--- config.mk ---
export PLATFORM = sky130hd
export DESIGN_NAME = alu_ex_unit
export DESIGN_NICKNAME = d
export VERILOG_FILES = /design/src/rtl/alu_ex_pkg.sv /design/src/rtl/alu_ex_decode.sv /design/src/rtl/alu_ex_alu.sv /design/src/rtl/alu_ex_cond.sv /design/src/rtl/alu_ex_unit.sv
export SDC_FILE = /design/constraint.sdc
export NUM_CORES = 1
export LEC_CHECK = 0
export ABC_CLOCK_PERIOD_IN_PS = 11050
export CELL_PAD_IN_SITES_DETAIL_PLACEMENT = 1
export CELL_PAD_IN_SITES_GLOBAL_PLACEMENT = 2
export CORE_ASPECT_RATIO = 0.7
export CORE_MARGIN = 4
export CORE_UTILIZATION = 43
export DETAILED_ROUTE_END_ITERATION = 8
export DONT_BUFFER_PORTS = 1
export PLACE_DENSITY_LB_ADDON = 0.1
export SYNTH_ARGS = -nofsm -noshare
export SYNTH_HDL_FRONTEND = slang
export SYNTH_SLANG_ARGS = --single-unit
--- constraint.sdc ---
create_clock -name clk -period 11.05 [get_ports clk]
set_clock_uncertainty 0.2 [all_clocks]
set_input_delay 1.105 -clock clk [delete_from_list [all_inputs] [get_ports clk]]
set_output_delay 1.105 -clock clk [all_outputs]
set_load 0.1 [all_outputs]
--- src/rtl/alu_ex_pkg.sv ---
// Package: shared format constants and decoded-instruction types for the
// execute unit. Assumes a 16-bit instruction word with a 4-bit major field,
// a 6-bit minor field and a 6-bit specifier field.
package alu_ex_pkg;

    localparam int INSTR_W = 16;
    localparam int MAJOR_W = 4;
    localparam int SPEC_W  = 6;
    localparam int MINOR_W = INSTR_W - MAJOR_W - SPEC_W;

    localparam logic [MAJOR_W-1:0] ESCAPE = '1;

    typedef enum logic [3:0] {
        K_NONE, K_MOV, K_ADD, K_SUB, K_AND, K_CMP, K_MUL,
        K_CLR, K_INC, K_DEC, K_NEG, K_COM
    } alu_kind_e;

    typedef enum logic [2:0] {
        C_ALWAYS, C_EQ, C_GT, C_LT, C_GE, C_LE
    } cond_e;

    typedef struct packed {
        alu_kind_e kind;
        logic      is_alu;
        logic      writes;
        logic      is_flow;
        cond_e     cond;
        logic      illegal;
    } dec_t;

endpackage

--- src/rtl/alu_ex_decode.sv ---
// Module: expanding-opcode decoder. It classifies a word as a two-operand,
// one-operand or flow-of-control instruction, or as illegal.
// Assumes: purely combinational; flow-of-control words carry no specifier.
module alu_ex_decode
    import alu_ex_pkg::*;
(
    input  logic [INSTR_W-1:0] instr_i,
    output dec_t               dec_o
);

    logic [MAJOR_W-1:0] major;
    logic [MINOR_W-1:0] minor;
    logic [SPEC_W-1:0]  spec;

    assign major = instr_i[INSTR_W-1 -: MAJOR_W];
    assign minor = instr_i[SPEC_W +: MINOR_W];
    assign spec  = instr_i[SPEC_W-1:0];

    // Map the major field, or the escaped minor field, to a decoded operation.
    always_comb begin
        dec_o = '{kind: K_NONE, is_alu: 1'b0, writes: 1'b0,
                  is_flow: 1'b0, cond: C_ALWAYS, illegal: 1'b0};
        if (major != ESCAPE) begin
            dec_o.is_alu = 1'b1;
            dec_o.writes = 1'b1;
            case (major)
                4'd0:    dec_o.kind = K_MOV;
                4'd1:    dec_o.kind = K_ADD;
                4'd2:    dec_o.kind = K_SUB;
                4'd3:    dec_o.kind = K_AND;
                4'd4: begin
                    dec_o.kind   = K_CMP;
                    dec_o.writes = 1'b0;
                end
                4'd5:    dec_o.kind = K_MUL;
                default: begin
                    dec_o.is_alu  = 1'b0;
                    dec_o.writes  = 1'b0;
                    dec_o.illegal = 1'b1;
                end
            endcase
        end else begin
            case (minor)
                6'd0:  begin dec_o.kind = K_CLR; dec_o.is_alu = 1'b1; dec_o.writes = 1'b1; end
                6'd1:  begin dec_o.kind = K_INC; dec_o.is_alu = 1'b1; dec_o.writes = 1'b1; end
                6'd2:  begin dec_o.kind = K_DEC; dec_o.is_alu = 1'b1; dec_o.writes = 1'b1; end
                6'd3:  begin dec_o.kind = K_NEG; dec_o.is_alu = 1'b1; dec_o.writes = 1'b1; end
                6'd4:  begin dec_o.kind = K_COM; dec_o.is_alu = 1'b1; dec_o.writes = 1'b1; end
                6'd8:  begin dec_o.is_flow = 1'b1; dec_o.cond = C_ALWAYS; end
                6'd9:  begin dec_o.is_flow = 1'b1; dec_o.cond = C_EQ;     end
                6'd10: begin dec_o.is_flow = 1'b1; dec_o.cond = C_GT;     end
                6'd11: begin dec_o.is_flow = 1'b1; dec_o.cond = C_LT;     end
                6'd12: begin dec_o.is_flow = 1'b1; dec_o.cond = C_GE;     end
                6'd13: begin dec_o.is_flow = 1'b1; dec_o.cond = C_LE;     end
                default: dec_o.illegal = 1'b1;
            endcase
            if (dec_o.is_flow && (spec != '0)) begin
                dec_o.is_flow = 1'b0;
                dec_o.illegal = 1'b1;
            end
        end
    end

endmodule

--- src/rtl/alu_ex_alu.sv ---
// Module: arithmetic datapath. It computes the result for every arithmetic,
// logical and compare operation.
// Assumes: W-bit two's-complement operands; the product keeps the low W bits.
module alu_ex_alu
    import alu_ex_pkg::*;
#(
    parameter int W = 16
) (
    input  alu_kind_e    kind_i,
    input  logic [W-1:0] src_i,
    input  logic [W-1:0] dst_i,
    output logic [W-1:0] res_o
);

    localparam logic [W-1:0] ONE = W'(1);

    // Select the operation result; compare yields the difference dst - src.
    always_comb begin
        case (kind_i)
            K_MOV:   res_o = src_i;
            K_ADD:   res_o = src_i + dst_i;
            K_SUB:   res_o = dst_i - src_i;
            K_AND:   res_o = src_i & dst_i;
            K_CMP:   res_o = dst_i - src_i;
            K_MUL:   res_o = src_i * dst_i;
            K_CLR:   res_o = '0;
            K_INC:   res_o = dst_i + ONE;
            K_DEC:   res_o = dst_i - ONE;
            K_NEG:   res_o = '0 - dst_i;
            K_COM:   res_o = ~dst_i;
            default: res_o = '0;
        endcase
    end

endmodule

--- src/rtl/alu_ex_cond.sv ---
// Module: branch predicate evaluator. It tests a condition against the
// stored negative and zero flags.
// Assumes: flags describe the last arithmetic result in two's complement.
module alu_ex_cond
    import alu_ex_pkg::*;
(
    input  cond_e cond_i,
    input  logic  neg_i,
    input  logic  zero_i,
    output logic  take_o
);

    // Evaluate the selected predicate.
    always_comb begin
        case (cond_i)
            C_ALWAYS: take_o = 1'b1;
            C_EQ:     take_o = zero_i;
            C_GT:     take_o = !neg_i && !zero_i;
            C_LT:     take_o = neg_i;
            C_GE:     take_o = !neg_i;
            C_LE:     take_o = neg_i || zero_i;
            default:  take_o = 1'b0;
        endcase
    end

endmodule

--- src/rtl/alu_ex_unit.sv ---
// Module: execute unit top. It decodes the word, computes the result, holds
// the condition flags and resolves branches, with one registered stage.
// Assumes: operands are already resolved; writeback and target arithmetic
// happen outside; synchronous active-low reset.
module alu_ex_unit
    import alu_ex_pkg::*;
#(
    parameter int DATA_W = 16
) (
    input  logic               clk,
    input  logic               rst_n,
    input  logic               valid_i,
    input  logic [INSTR_W-1:0] instr_i,
    input  logic [DATA_W-1:0]  src_i,
    input  logic [DATA_W-1:0]  dst_i,
    output logic               res_valid_o,
    output logic [DATA_W-1:0]  result_o,
    output logic               wr_en_o,
    output logic               branch_taken_o,
    output logic               illegal_o,
    output logic               flag_n_o,
    output logic               flag_z_o
);

    localparam int SIGN_BIT = DATA_W - 1;

    dec_t              dec;
    logic [DATA_W-1:0] alu_res;
    logic              take;

    alu_ex_decode u_decode (
        .instr_i (instr_i),
        .dec_o   (dec)
    );

    alu_ex_alu #(.W(DATA_W)) u_alu (
        .kind_i (dec.kind),
        .src_i  (src_i),
        .dst_i  (dst_i),
        .res_o  (alu_res)
    );

    alu_ex_cond u_cond (
        .cond_i (dec.cond),
        .neg_i  (flag_n_o),
        .zero_i (flag_z_o),
        .take_o (take)
    );

    // Register the per-instruction outputs; idle cycles clear them.
    always_ff @(posedge clk) begin
        if (!rst_n) begin
            res_valid_o    <= 1'b0;
            result_o       <= '0;
            wr_en_o        <= 1'b0;
            branch_taken_o <= 1'b0;
            illegal_o      <= 1'b0;
        end else begin
            res_valid_o    <= valid_i;
            result_o       <= (valid_i && dec.is_alu) ? alu_res : '0;
            wr_en_o        <= valid_i && dec.writes;
            branch_taken_o <= valid_i && dec.is_flow && take;
            illegal_o      <= valid_i && dec.illegal;
        end
    end

    // Commit the condition flags after each accepted arithmetic operation.
    always_ff @(posedge clk) begin
        if (!rst_n) begin
            flag_n_o <= 1'b0;
            flag_z_o <= 1'b1;
        end else if (valid_i && dec.is_alu) begin
            flag_n_o <= alu_res[SIGN_BIT];
            flag_z_o <= (alu_res == '0);
        end
    end

endmodule

# After elaboration in Yosys (flattened, before gate mapping)
# Cells that the tools add are included.
[word_totals]
mem_count = 0
wordCells = 81
rom_bits = 0
out_inout_bits = 22
regBits = 22
mem_bits_rw = 0
latchBits = 0
[classes]
n_lt_le_gt_ge = 0
n_eq_ne = 31
shifts = 0
muxes = 15
n_bitwise = 2
mul = 1
n_addsub = 5
n_div = 0
reduce_logical = 20
[ops]
columns = ["op", "n"]
rows = [
  ["$pmux 16 s9", 1],
  ["$eq 6x4->1 const B", 6],
  ["$pmux 6 s5", 1],
  ["$pmux 4 s6", 1],
  ["$eq 4x3->1 const B", 5],
  ["$pmux 3 s6", 1],
  ["$add 16x1->16 const B", 1],
  ["$add 16x16->16", 1],
  ["$and 16x16->16", 1],
  ["$eq 4x2->1 const B", 4],
  ["$eq 4x4->1 const B", 4],
  ["$logic_not 16->1", 1],
  ["$mul 16x16->16", 1],
  ["$not 16->16", 1],
  ["$sub 1x16->16 const A", 1],
  ["$sub 16x1->16 const B", 1],
  ["$sub 16x16->16", 1],
  ["$eq 6x2->1 const B", 2],
  ["$reduce_or 11->1", 1],
  ["$eq 4x1->1 const B", 2],
  ["$mux 4", 2],
  ["$logic_and 1x1->1", 7],
  ["$mux 1", 7],
  ["$eq 3x2->1 const B", 2],
  ["other kinds (17)", 19],
]

# Longest topological paths before layout
# Gate-level depths: netlist of the first run.
[logic_depth]
depth_word = 9
mapped_depth = 24

# Modules after synthesis
# Synthesis of the first run repeated with hierarchy kept, for this count alone.
[hier_totals]
hier_cells = 932
area_unflattened_um2 = 7094.3
[modules_own_cells]
columns = ["module", "seq_area_each_um2", "area_each_um2", "n_inst", "cells_each"]
rows = [
  ["alu_ex_alu", 0.0, 6173.4, 1, 832],
  ["alu_ex_unit", 440.4, 640.6, 1, 55],
  ["alu_ex_decode", 0.0, 242.7, 1, 40],
  ["alu_ex_cond", 0.0, 37.5, 1, 5],
]

# Worst setup path after synthesis of the first run
# No wires, ideal clock.
[synth_timing]
path_type = "input to register"
startpoint = "in dst_i[2]"
endpoint = "reg flag_n_o"
required_time_ps = 10734
arrival_ps = 6376
n_path_buf = 2
setup_slack_ps = 4358
cell_stages = 21
path_cell_list = "clkbuf_1 -> clkbuf_1 -> and2_1 -> fa_1 -> inv_1 -> fa_1 -> inv_1 -> fa_1 -> fa_1 -> inv_1 -> fa_1 -> fa_1 -> xor2_1 -> xnor2_1 -> xnor2_1 -> xnor2_1 -> xnor3_1 -> xnor2_1 -> a221oi_1 -> o32ai_2 -> a31o_1"
[synth_between]
elab_chain_cells = 2
[synth_rtl]
columns = ["element", "line", "rtl"]
rows = [
  ["start, declared", "alu_ex_unit.sv:15", "input logic [DATA_W-1:0] dst_i,"],
  ["$mul 16x16->16 (tied with other cells)", "alu_ex_alu.sv:25", "K_MUL: res_o = src_i * dst_i;"],
  ["$pmux 16 s9 *", "alu_ex_alu.sv:19", "case (kind_i)"],
  ["end signal, assigned", "alu_ex_unit.sv:73", "flag_n_o <= alu_res[SIGN_BIT];"],
  ["end, declared", "alu_ex_unit.sv:21", "output logic flag_n_o,"],
]
# Mark *: on every way between the ends. The rest lies on a longest branch, timed or not.
# A chain may end at the register's enable or synchronous reset.

# Worst setup path in the final report of the first run
[layout_timing]
startpoint = "in dst_i[1]"
endpoint = "reg flag_z_o"
[layout_between]
elab_chain_cells = 3
[layout_rtl]
columns = ["element", "line", "rtl"]
rows = [
  ["$mul 16x16->16 (tied with other cells)", "alu_ex_alu.sv:25", ""],
  ["$pmux 16 s9 *", "alu_ex_alu.sv:19", ""],
  ["$logic_not 16->1 *", "alu_ex_unit.sv:74", "flag_z_o <= (alu_res == '0);"],
  ["end signal, assigned", "alu_ex_unit.sv:74", ""],
  ["end, declared", "alu_ex_unit.sv:22", "output logic flag_z_o"],
]
# Marked as above.

==> metrics.txt, run 1 <==
number of synthesized register bits=22; most frequently used cell type in the post-synthesis netlist=inv_1; post-cts resize count=0; Rows=38; synthesis warning total=0; Die Ht=114 µm; routed via count=6429; Lkg Pwr=3.23 nW; Critical Path End Type=flop; outcome=finished clean; top post-synthesis cells by area=fa_1 (23%), ha_1 (12%), inv_1 (6.9%); final antenna-violating net count=0; cell area after layout=7150 µm²; critical path data required time=11.04 ns; post-synth net total=1081; Register-to-Register Path Depth=4; category of the most critical setup path=primary input to flop; All-Layer GR Usage=28.6%; number of buffers created by CTS=3; setup-violating endpoint count in the final report=0; Setup Fix Bufs, Post-CTS=0; starting density of the core=44.4%; clock tree root driver cell=clkbuf_16; Synth top area share=23.4%; detailed-route DRC error count=0; core box area=15600 µm²; worst setup slack before clock tree synthesis=4.26 ns; H-tree depth=1; largest net degree at the start of global routing=22; detailed-route wire length per cell=25.0 µm; mean post-synth cell area=7.87 µm²; area delta synth->final=2.98%; mean number of vias per cell=6.16; crit share post-route=59.8%; relative slew slack=14.0%; number of diodes=0; summed instance area of the synthesized netlist=6940 µm²; CTS tree=yes; Fmax=0.151 GHz; total of buffers placed on input and output ports=0; post-synth cell types=73; dominant cell type by area after synthesis=fa_1; aggregate global routing overflow=0; maxcap violations=0; share of flip-flops with an asynchronous set or reset after synthesis=0%; final number of max-transition violations=0; hold buffer count at cts=0; WHS Path Cells=1; Final Worst Setup Slack=4.44 ns; count of mapped cells out of synthesis=882; Placed Area=7040 µm²; predominant post-synthesis flop cell=dfxtp_1; Ports=73; worst reg-to-reg setup slack=8.64 ns; clock buffer depth=2; ranking of synthesized cells by instance count=inv_1 (127), nand2_1 (91), fa_1 (81), ha_1 (67), and2_1 (63); worst voltage drop across the vdd grid=181 µV; highest fanout seen on the critical path=15; minimum clock period=6.61 ns; Die X-Extent=160 µm; antenna violations before repair=0; proportion of synthesized chip area in sequential cells=6.35%; number of violations reported at the end of detailed-routing iteration 0=651; count of final hold-check violations=0; setup repair after global routing missed its margin=false; Final GP Congestion=0.893; Detailed Routing Iterations Pass 1=5; wire length of the first global-routing pass=40500 µm; min-delay worst type=primary input to flop; fill cell instance count of the final layout=1924; TritonCTS sink count=22; Power Total=1.36 mW; clk slew on worst S/H paths=0.06 ns; arrival time at the worst endpoint=6.60 ns; Setup TNS=0 ns; Worst Max-Slew Pin Slew=1.28 ns; source-to-sink clock delay at the later pin of the worst-skew pair=0.26 ns; DP HPWL=20400 µm; Final nets=1043; vias in the first global route=6877; Power Density=190 nW/µm²; fraction of layout instances using a drive strength above 1=4.03%; number of flops mapped to enable cells by yosys=0; sort of element at the start of the critical path=primary input; sum of routed wire length over all layers=26100 µm; full die area=18300 µm²
## critical path, cell delays in order
cell and delay [ns]:
inv_1 0.23, nor2_1 0.11, fa_1 0.55, inv_1 0.06, fa_1 0.44, fa_1 0.46
fa_1 0.49, inv_1 0.05, fa_1 0.53, inv_1 0.05, fa_1 0.47, inv_1 0.04
ha_1 0.30, or2_2 0.28, o211ai_1 0.14, xor2_1 0.22, o22ai_1 0.12, a221oi_1 0.52
a41oi_1 0.23, nor3_2 0.18
## flip-flops by register name (all words and copies together), names as in the netlist
signal          cells
branch_taken_o      1
flag_n_o            1
flag_z_o            1
illegal_o           1
res_valid_o         1
result_o           16
wr_en_o             1
## cell type report
class / count / area [µm²] / share of cell area (%)
tap: 200 / 250 / 3.50
multi-input combinational: 683 / 5820 / 81.5
inverter: 128 / 480 / 6.72
sequential: 22 / 440 / 6.16
timing repair buffer: 6 / 45.0 / 0.630
clock buffer: 3 / 75.1 / 1.05
clock inverter: 1 / 30.0 / 0.420
## where the power goes
group | total, mW | internal, mW | switching, mW
Sequential | 0.107 | 0.0824 | 0.0250
Combinational | 1.15 | 0.522 | 0.627
Clock | 0.102 | 0.0720 | 0.0302
## cells by family after synthesis
| kind of cell | Yosys count | share of synthesized area [%] |
|---|---|---|
| compound gates | 168 | 16.9 |
| simple gates | 301 | 22.7 |
| buf+inv | 177 | 9.97 |
| xor+xnor | 62 | 8.02 |
| flops | 22 | 6.35 |
| fa+ha+maj | 149 | 35.6 |
| mux | 3 | 0.451 |
## per-stage QoR
stage	std cells	hold slack, ns	utilization [%]
finish	1043	0.794	45.7
global route	1043	0.802	45.7
CTS	1043	0.798	45.7
detailed placement	1039	0.892	45.0
global placement	1039	0.873	45.0
floorplan	882	0.813	-
## routing by layer
layer / routed length [µm] / GRT usage (%) / vias up
met5: 0 / 0 / -
met4: 391 / 4.47 / 0
met3: 2390 / 7.74 / 34
met2: 11200 / 43.7 / 248
met1: 12200 / 41.5 / 3292
li1: - / - / 2855
## final timing paths
path,from,end
max,dst_i[1],flag_z_o$_SDFFE_PN1P_
min,rst_n,flag_n_o$_SDFFE_PN0P_
max reg2reg,flag_n_o$_SDFFE_PN0P_,branch_taken_o$_SDFF_PN0_
min reg2reg,flag_n_o$_SDFFE_PN0P_,flag_n_o$_SDFFE_PN0P_
## layout by cell type (no fill, tap or decap), drive strengths merged, types with 16 or more instances in the layout
master	instances
fa	81
ha	67
o21ai	32
xor2	21
and2	63
inv	127
dfxtp	22
nor2	49
nor3	27
or3	16
nand2	91
xnor2	40
a21oi	38
No activity file was read; power rests on OpenSTA's default activity.
==> run 2, diff against run 1 <==
Settings changed: ABC_CLOCK_PERIOD_IN_PS 11050 to 6180, CORE_UTILIZATION 43 to 40.
Clock period 11.05 ns to 6.18 ns, I/O delays scaled along.
==> metrics.txt, run 2 (synthesized netlist as in run 1, its figures left out) <==
All-Layer GR Usage=27.0% (-1.6 points); area delta synth->final=6.00%; arrival time at the worst endpoint=5.93 ns (-0.67 ns); largest net degree at the start of global routing=22 (unchanged); Power Density=365 nW/µm² (+92%); worst voltage drop across the vdd grid=264 µV (+45%); relative slew slack=20.0% (+6.0 points); clock buffer depth=2 (unchanged); CP bufs+invs=3 (-2); full die area=19600 µm² (+7.0%); crit share post-route=96.8%; TritonCTS sink count=22 (unchanged); Die Ht=118 µm (+3.4%); sum of routed wire length over all layers=26100 µm (about the same); maxcap violations=0 (unchanged); Final nets=1064 (+2.0%); Detailed Routing Iterations Pass 1=5 (unchanged); category of the most critical setup path=primary input to flop; highest fanout seen on the critical path=15 (unchanged); worst setup slack before clock tree synthesis=-0.135 ns (-4.40 ns); Ports=73 (unchanged); setup-violating endpoint count in the final report=0 (unchanged); Setup Fix Bufs, Post-CTS=0 (unchanged); starting density of the core=41.7% (-2.7 points); min-delay worst type=primary input to flop; number of diodes=0 (unchanged); DP HPWL=20600 µm (+0.92%); Worst Max-Slew Pin Slew=1.19 ns (-0.0895 ns); minimum clock period=5.98 ns; CTS tree=yes; Rows=39 (+2.6%); H-tree depth=1 (unchanged); final antenna-violating net count=0 (unchanged); detailed-route DRC error count=0 (unchanged); core box area=16600 µm² (+6.4%); outcome=finished clean; Critical Path End Type=flop; source-to-sink clock delay at the later pin of the worst-skew pair=0.25 ns (about the same); critical-path cell with the highest stage delay=fa_1; fraction of layout instances using a drive strength above 1=6.83% (+2.8 points); clk slew on worst S/H paths=0.06 ns (about the same); Final Worst Setup Slack=0.200 ns (-4.24 ns); Die X-Extent=165 µm (+3.5%); number of violations reported at the end of detailed-routing iteration 0=540 (-17%); number of flip-flops in the largest register=16 (unchanged); series of cell instances along the critical path=and2_1, fa_1, inv_1, fa_1, inv_1, fa_1, fa_1, inv_1, fa_1, fa_1, xor2_1, xnor2_1, xnor2_1, xnor2_1, xnor3_1, xnor2_1, a221oi_1, o32ai_2, a31o_1; Fmax=0.167 GHz; sort of element at the start of the critical path=primary input; routed via count=6437 (+0.12%); final number of max-transition violations=0 (unchanged); Lkg Pwr=3.33 nW (+3.3%); setup repair after global routing missed its margin=true; count of final hold-check violations=0 (unchanged); fill cell instance count of the final layout=2066 (+7.4%); detailed-route wire length per cell=24.0 µm (-4.2%); core utilization of the finished layout=44.2% (-1.5 points); cell repeated most along the worst path=fa_1; register with the most flip-flops=result_o; critical path data required time=6.13 ns (-4.91 ns); longest individual stage delay on the worst path=0.55 ns (about the same); Final GP Congestion=0.872 (-2.3%); clock tree root driver cell=clkbuf_16; cell family contributing the most delay on the critical path=adder cells; antenna violations before repair=0 (unchanged); mean number of vias per cell=5.91 (-4.1%); vias in the first global route=6817 (-0.87%); aggregate global routing overflow=0 (unchanged); leading cell type in the layout, fill and taps excluded=inv_1; commonest non-fill, non-tap cells in the layout=inv_1 (127), nand2_1 (91), fa_1 (81); total of buffers placed on input and output ports=0 (unchanged); number of buffers created by CTS=3 (unchanged); wire length of the first global-routing pass=40800 µm (+0.56%)
[run 2: cell count changes in the layout (fill, tap and decap cells not counted)]
cell | before | now
o21ai_1 | 1 | 2
buf_4 | 6 | 27
a21oi_1 | 38 | 37
a21oi_2 | 0 | 1
a221oi_1 | 12 | 11
a31oi_2 | 0 | 1
nor3_2 | 4 | 5
nor3_1 | 22 | 21
o21ai_0 | 30 | 29
a31oi_1 | 7 | 6
a221oi_2 | 1 | 2
[run 2: metrics by stage]
| stage | std cells | hold WS (ns) | power [mW] | cell area [µm²] | TNS (ns) |
|---|---|---|---|---|---|
| 5_1_grt | 1089 | 0.304 | 3.01 | 7360 | -0.0467 |
| 3_5_place_dp | 1085 | 0.574 | 2.44 | 7230 | -0.345 |
| 4_1_cts | 1089 | 0.308 | 2.65 | 7330 | 0 |
| 3_3_place_gp | 1085 | 0.564 | 2.38 | 7230 | 0 |
| 2_1_floorplan | 882 | 0.560 | 1.79 | 6940 | 0 |
| 6_report | 1089 | 0.305 | 2.69 | 7360 | 0 |
[run 2: final cells by class]
class	instances	area (µm²)	share of cell area, %
Clock buffer	3	75.1	1.02
Clock inverter	1	30.0	0.408
Inverter	128	480	6.53
Multi-Input combinational cell	683	5850	79.5
Sequential cell	22	440	5.99
Tap cell	225	282	3.83
Timing Repair Buffer	27	203	2.76
[run 2: worst paths after layout]
path	start	endpoint	slack, ns	cells after the start
max	dst_i[1]	flag_n_o$_SDFFE_PN0P_	0.20	19
min	rst_n	flag_n_o$_SDFFE_PN0P_	0.31	1
max reg2reg	flag_n_o$_SDFFE_PN0P_	branch_taken_o$_SDFF_PN0_	3.78	4
min reg2reg	flag_n_o$_SDFFE_PN0P_	flag_n_o$_SDFFE_PN0P_	0.85	1
[run 2: routing by layer]
metal  vias to the layer above  track usage, %  wire length [µm]
li1                       2895               -                 -
met1                      3263            40.3             12200
met2                       257            40.4             11100
met3                        22            7.03              2580
met4                         0            3.45               242
met5                         -               0                 0
[run 2: timing repair]
item	CTS	global route
endpoints found under the hold margin	0	0
resized for setup	0	5
hold buffers	0	0
endpoints found under the setup margin	0	3
[run 2: power breakdown]
part           internal [mW]  switching [mW]  total, mW
logic                   1.09            1.22       2.31
registers              0.147          0.0431      0.190
clock network          0.129          0.0532      0.182
[run 2: worst reg2reg max path, stage by stage, from the launching register on]
cell	delay, ns
dfxtp_1	1.02
maj3_1	0.31
nor3b_1	0.05
o311a_1	0.40
nor4_1	0.32
==> run 3, diff against run 2 <==
Settings changed: CORE_UTILIZATION 40 to 39, SYNTH_HIERARCHICAL set to 1.
==> metrics.txt, run 3 <==
outcome=finished clean; Final Worst Setup Slack=0.165 ns (-0.0357 ns); worst voltage drop across the vdd grid=283 µV (+7.3%); antenna violations before repair=0 (unchanged); full die area=20400 µm² (+4.6%); number of buffers created by CTS=3 (unchanged); setup repair after global routing missed its margin=true; fraction of layout instances using a drive strength above 1=9.12% (+2.3 points); highest fanout seen on the critical path=9 (-6); top post-synthesis cells by area=fa_1 (23%), ha_1 (12%), and2_1 (7.5%); number of flops mapped to enable cells by yosys=0 (unchanged); vias in the first global route=7333 (+7.6%); hold path start=rst_n; share of power burned in the clock network=4.9% (-1.9 points); dominant cell type by area after synthesis=fa_1; DP HPWL=21400 µm (+3.8%); number of diodes=0 (unchanged); Switching Fraction=50.3% (+1.1 points); category of the most critical setup path=primary input to flop; summed instance area of the synthesized netlist=7090 µm² (+2.2%); arrival time at the worst endpoint=5.97 ns (+0.04 ns); synthesis warning total=6 (+6); count of final hold-check violations=0 (unchanged); post-synth net total=1130 (+4.5%); number of flip-flops in the largest register=16 (unchanged); crit share post-route=97.3% (+0.58 points); final number of max-transition violations=0 (unchanged); clock tree root driver cell=clkbuf_16; origin of the worst setup path=src_i[13]; Worst Max-Slew Pin Slew=1.08 ns (-0.114 ns); cell area after layout=7690 µm² (+4.6%); final antenna-violating net count=0 (unchanged); Die Ht=121 µm (+2.2%); predominant post-synthesis flop cell=dfxtp_1; Fmax=0.166 GHz (-0.59%); critical path data required time=6.13 ns (about the same); starting density of the core=40.5% (-1.2 points); internal cell power=1.35 mW (-1.4%); number of violations reported at the end of detailed-routing iteration 0=465 (-14%); Critical Path End Type=flop; register with the most flip-flops=result_o; mean post-synth cell area=7.61 µm² (-3.2%); area delta synth->final=8.47%; number of synthesized register bits=22 (unchanged); setup-violating endpoint count in the final report=0 (unchanged); maxcap violations=0 (unchanged); mean number of vias per cell=5.82 (-1.5%); clock buffer depth=2 (unchanged); detailed-route wire length per cell=23.8 µm (-0.81%); Placed Area=7530 µm² (+4.2%); final hold slack=0.254 ns (-0.0511 ns); count of mapped cells out of synthesis=932 (+5.7%); proportion of synthesized chip area in sequential cells=6.21% (-0.14 points); Die X-Extent=169 µm (+2.3%); ranking of synthesized cells by instance count=inv_1 (123), nand2_1 (103), and2_1 (85), fa_1 (81), ha_1 (66); sum of routed wire length over all layers=27400 µm (+4.9%); Lkg Pwr=3.44 nW (+3.2%); post-synth cell types=69 (-5.5%); Power Density=352 nW/µm² (-3.6%); CTS tree=yes; detailed-route DRC error count=0 (unchanged); Ports=73 (unchanged); relative slew slack=27.9% (+7.9 points); final instance count without filler cells=1152 (+5.8%); Rows=40 (+2.6%); Worst R2R Start=flag_z_o$_SDFFE_PN1P_; total of buffers placed on input and output ports=0 (unchanged); cell total after placement=1149 (+5.9%); commonest non-fill, non-tap cells in the layout=inv_1 (120), nand2_1 (103), and2_1 (84); All-Layer GR Usage=26.6% (-0.39 points); Synth top area share=22.9% (-0.51 points); Final nets=1121 (+5.4%); source-to-sink clock delay at the later pin of the worst-skew pair=0.25 ns (about the same); Final GP Congestion=0.899 (+3.0%); Logic pwr share=88.3% (+2.2 points); sw power=1.36 mW (+3.1%); Detailed Routing Iterations Pass 1=5 (unchanged); aggregate global routing overflow=0 (unchanged); worst setup slack before clock tree synthesis=-0.148 ns (-0.0138 ns); TritonCTS sink count=22 (unchanged); H-tree depth=1 (unchanged); minimum clock period=6.02 ns (+0.0357 ns); leading cell type in the layout, fill and taps excluded=inv_1; most frequently used cell type in the post-synthesis netlist=inv_1; wire length of the first global-routing pass=42700 µm (+4.7%); sort of element at the start of the critical path=primary input; clk slew on worst S/H paths=0.06 ns (about the same); share of flip-flops with an asynchronous set or reset after synthesis=0% (unchanged); core utilization of the finished layout=43.9% (-0.28 points); Setup Fix Bufs, Post-CTS=0 (unchanged); min-delay worst type=primary input to flop; sequential share of power=6.8% (-0.3 points); routed via count=6704 (+4.1%); largest net degree at the start of global routing=24 (+9.1%); core box area=17500 µm² (+5.3%)
[run 3: cell families (layout without fill, tap and decap cells)]
group | count (synthesis) | count (layout) | synth area share (%)
fa+ha+maj | 147 | 147 | 34.5
mux | 4 | 4 | 0.564
compound gates | 168 | 168 | 15.5
simple gates | 346 | 346 | 25.7
xor+xnor | 64 | 64 | 7.90
buf+inv | 181 | 170 | 9.63
flops | 22 | 22 | 6.21
[run 3: area by class of cell]
| type | instances | area [µm²] |
|---|---|---|
| fill | 2174 | 9820 |
| multi-input combinational | 729 | 6100 |
| inverter | 123 | 462 |
| sequential | 22 | 440 |
| timing repair buffer | 44 | 330 |
| tap | 231 | 289 |
| clock buffer | 3 | 75.1 |
[run 3: per-stage QoR]
stage | TNS (ns) | power [mW]
finish | 0 | 2.71
global route | -0.0989 | 2.99
CTS | 0 | 2.58
detailed placement | -0.148 | 2.44
global placement | 0 | 2.38
floorplan | 0 | 1.81
[run 3: critical path: stages]
cell	delay (ns)
and2_1	0.16
fa_1	0.54
inv_1	0.06
fa_1	0.54
inv_1	0.06
fa_1	0.49
fa_1	0.55
inv_1	0.06
fa_1	0.47
fa_1	0.39
xor2_1	0.16
xnor2_1	0.19
xnor2_1	0.11
xnor2_1	0.22
xnor2_1	0.11
buf_4	0.14
xnor2_1	0.25
o221ai_2	0.17
nor4_2	0.29
nand3_1	0.12
o311ai_1	0.28
[run 3: final timing paths]
path                                             endpoint  slack, ns  cells after the start
worst max-delay path                flag_z_o$_SDFFE_PN1P_       0.16                     21
worst min-delay path                flag_z_o$_SDFFE_PN1P_       0.25                      1
worst max register to register  branch_taken_o$_SDFF_PN0_       4.25                      4
worst min register to register      flag_n_o$_SDFFE_PN0P_       0.75                      2
[run 3: what timing repair did]
action                     4_1_cts  5_1_grt
setup endpoints to repair        0        1
hold buffers                     0        0
resized for setup                0       19
[run 3: power groups by stage]
stage / combinational, mW / sequential (mW) / clock (mW)
6_report: 2.39 / 0.184 / 0.133
5_1_grt: 2.67 / 0.184 / 0.140
4_1_cts: 2.27 / 0.184 / 0.134
3_5_place_dp: 2.25 / 0.187 / 0
3_3_place_gp: 2.20 / 0.187 / 0
2_1_floorplan: 1.63 / 0.186 / 0
[run 3: metal layers]
metal | vias up | wire [µm] | global-route usage (%) | share of wire (%)
li1 | 3062 | - | - | -
met1 | 3381 | 13500 | 40.4 | 49
met2 | 232 | 11500 | 39.7 | 42
met3 | 29 | 1950 | 4.93 | 7.1
met4 | 0 | 437 | 4.42 | 1.6
met5 | - | 0 | 0 | 0
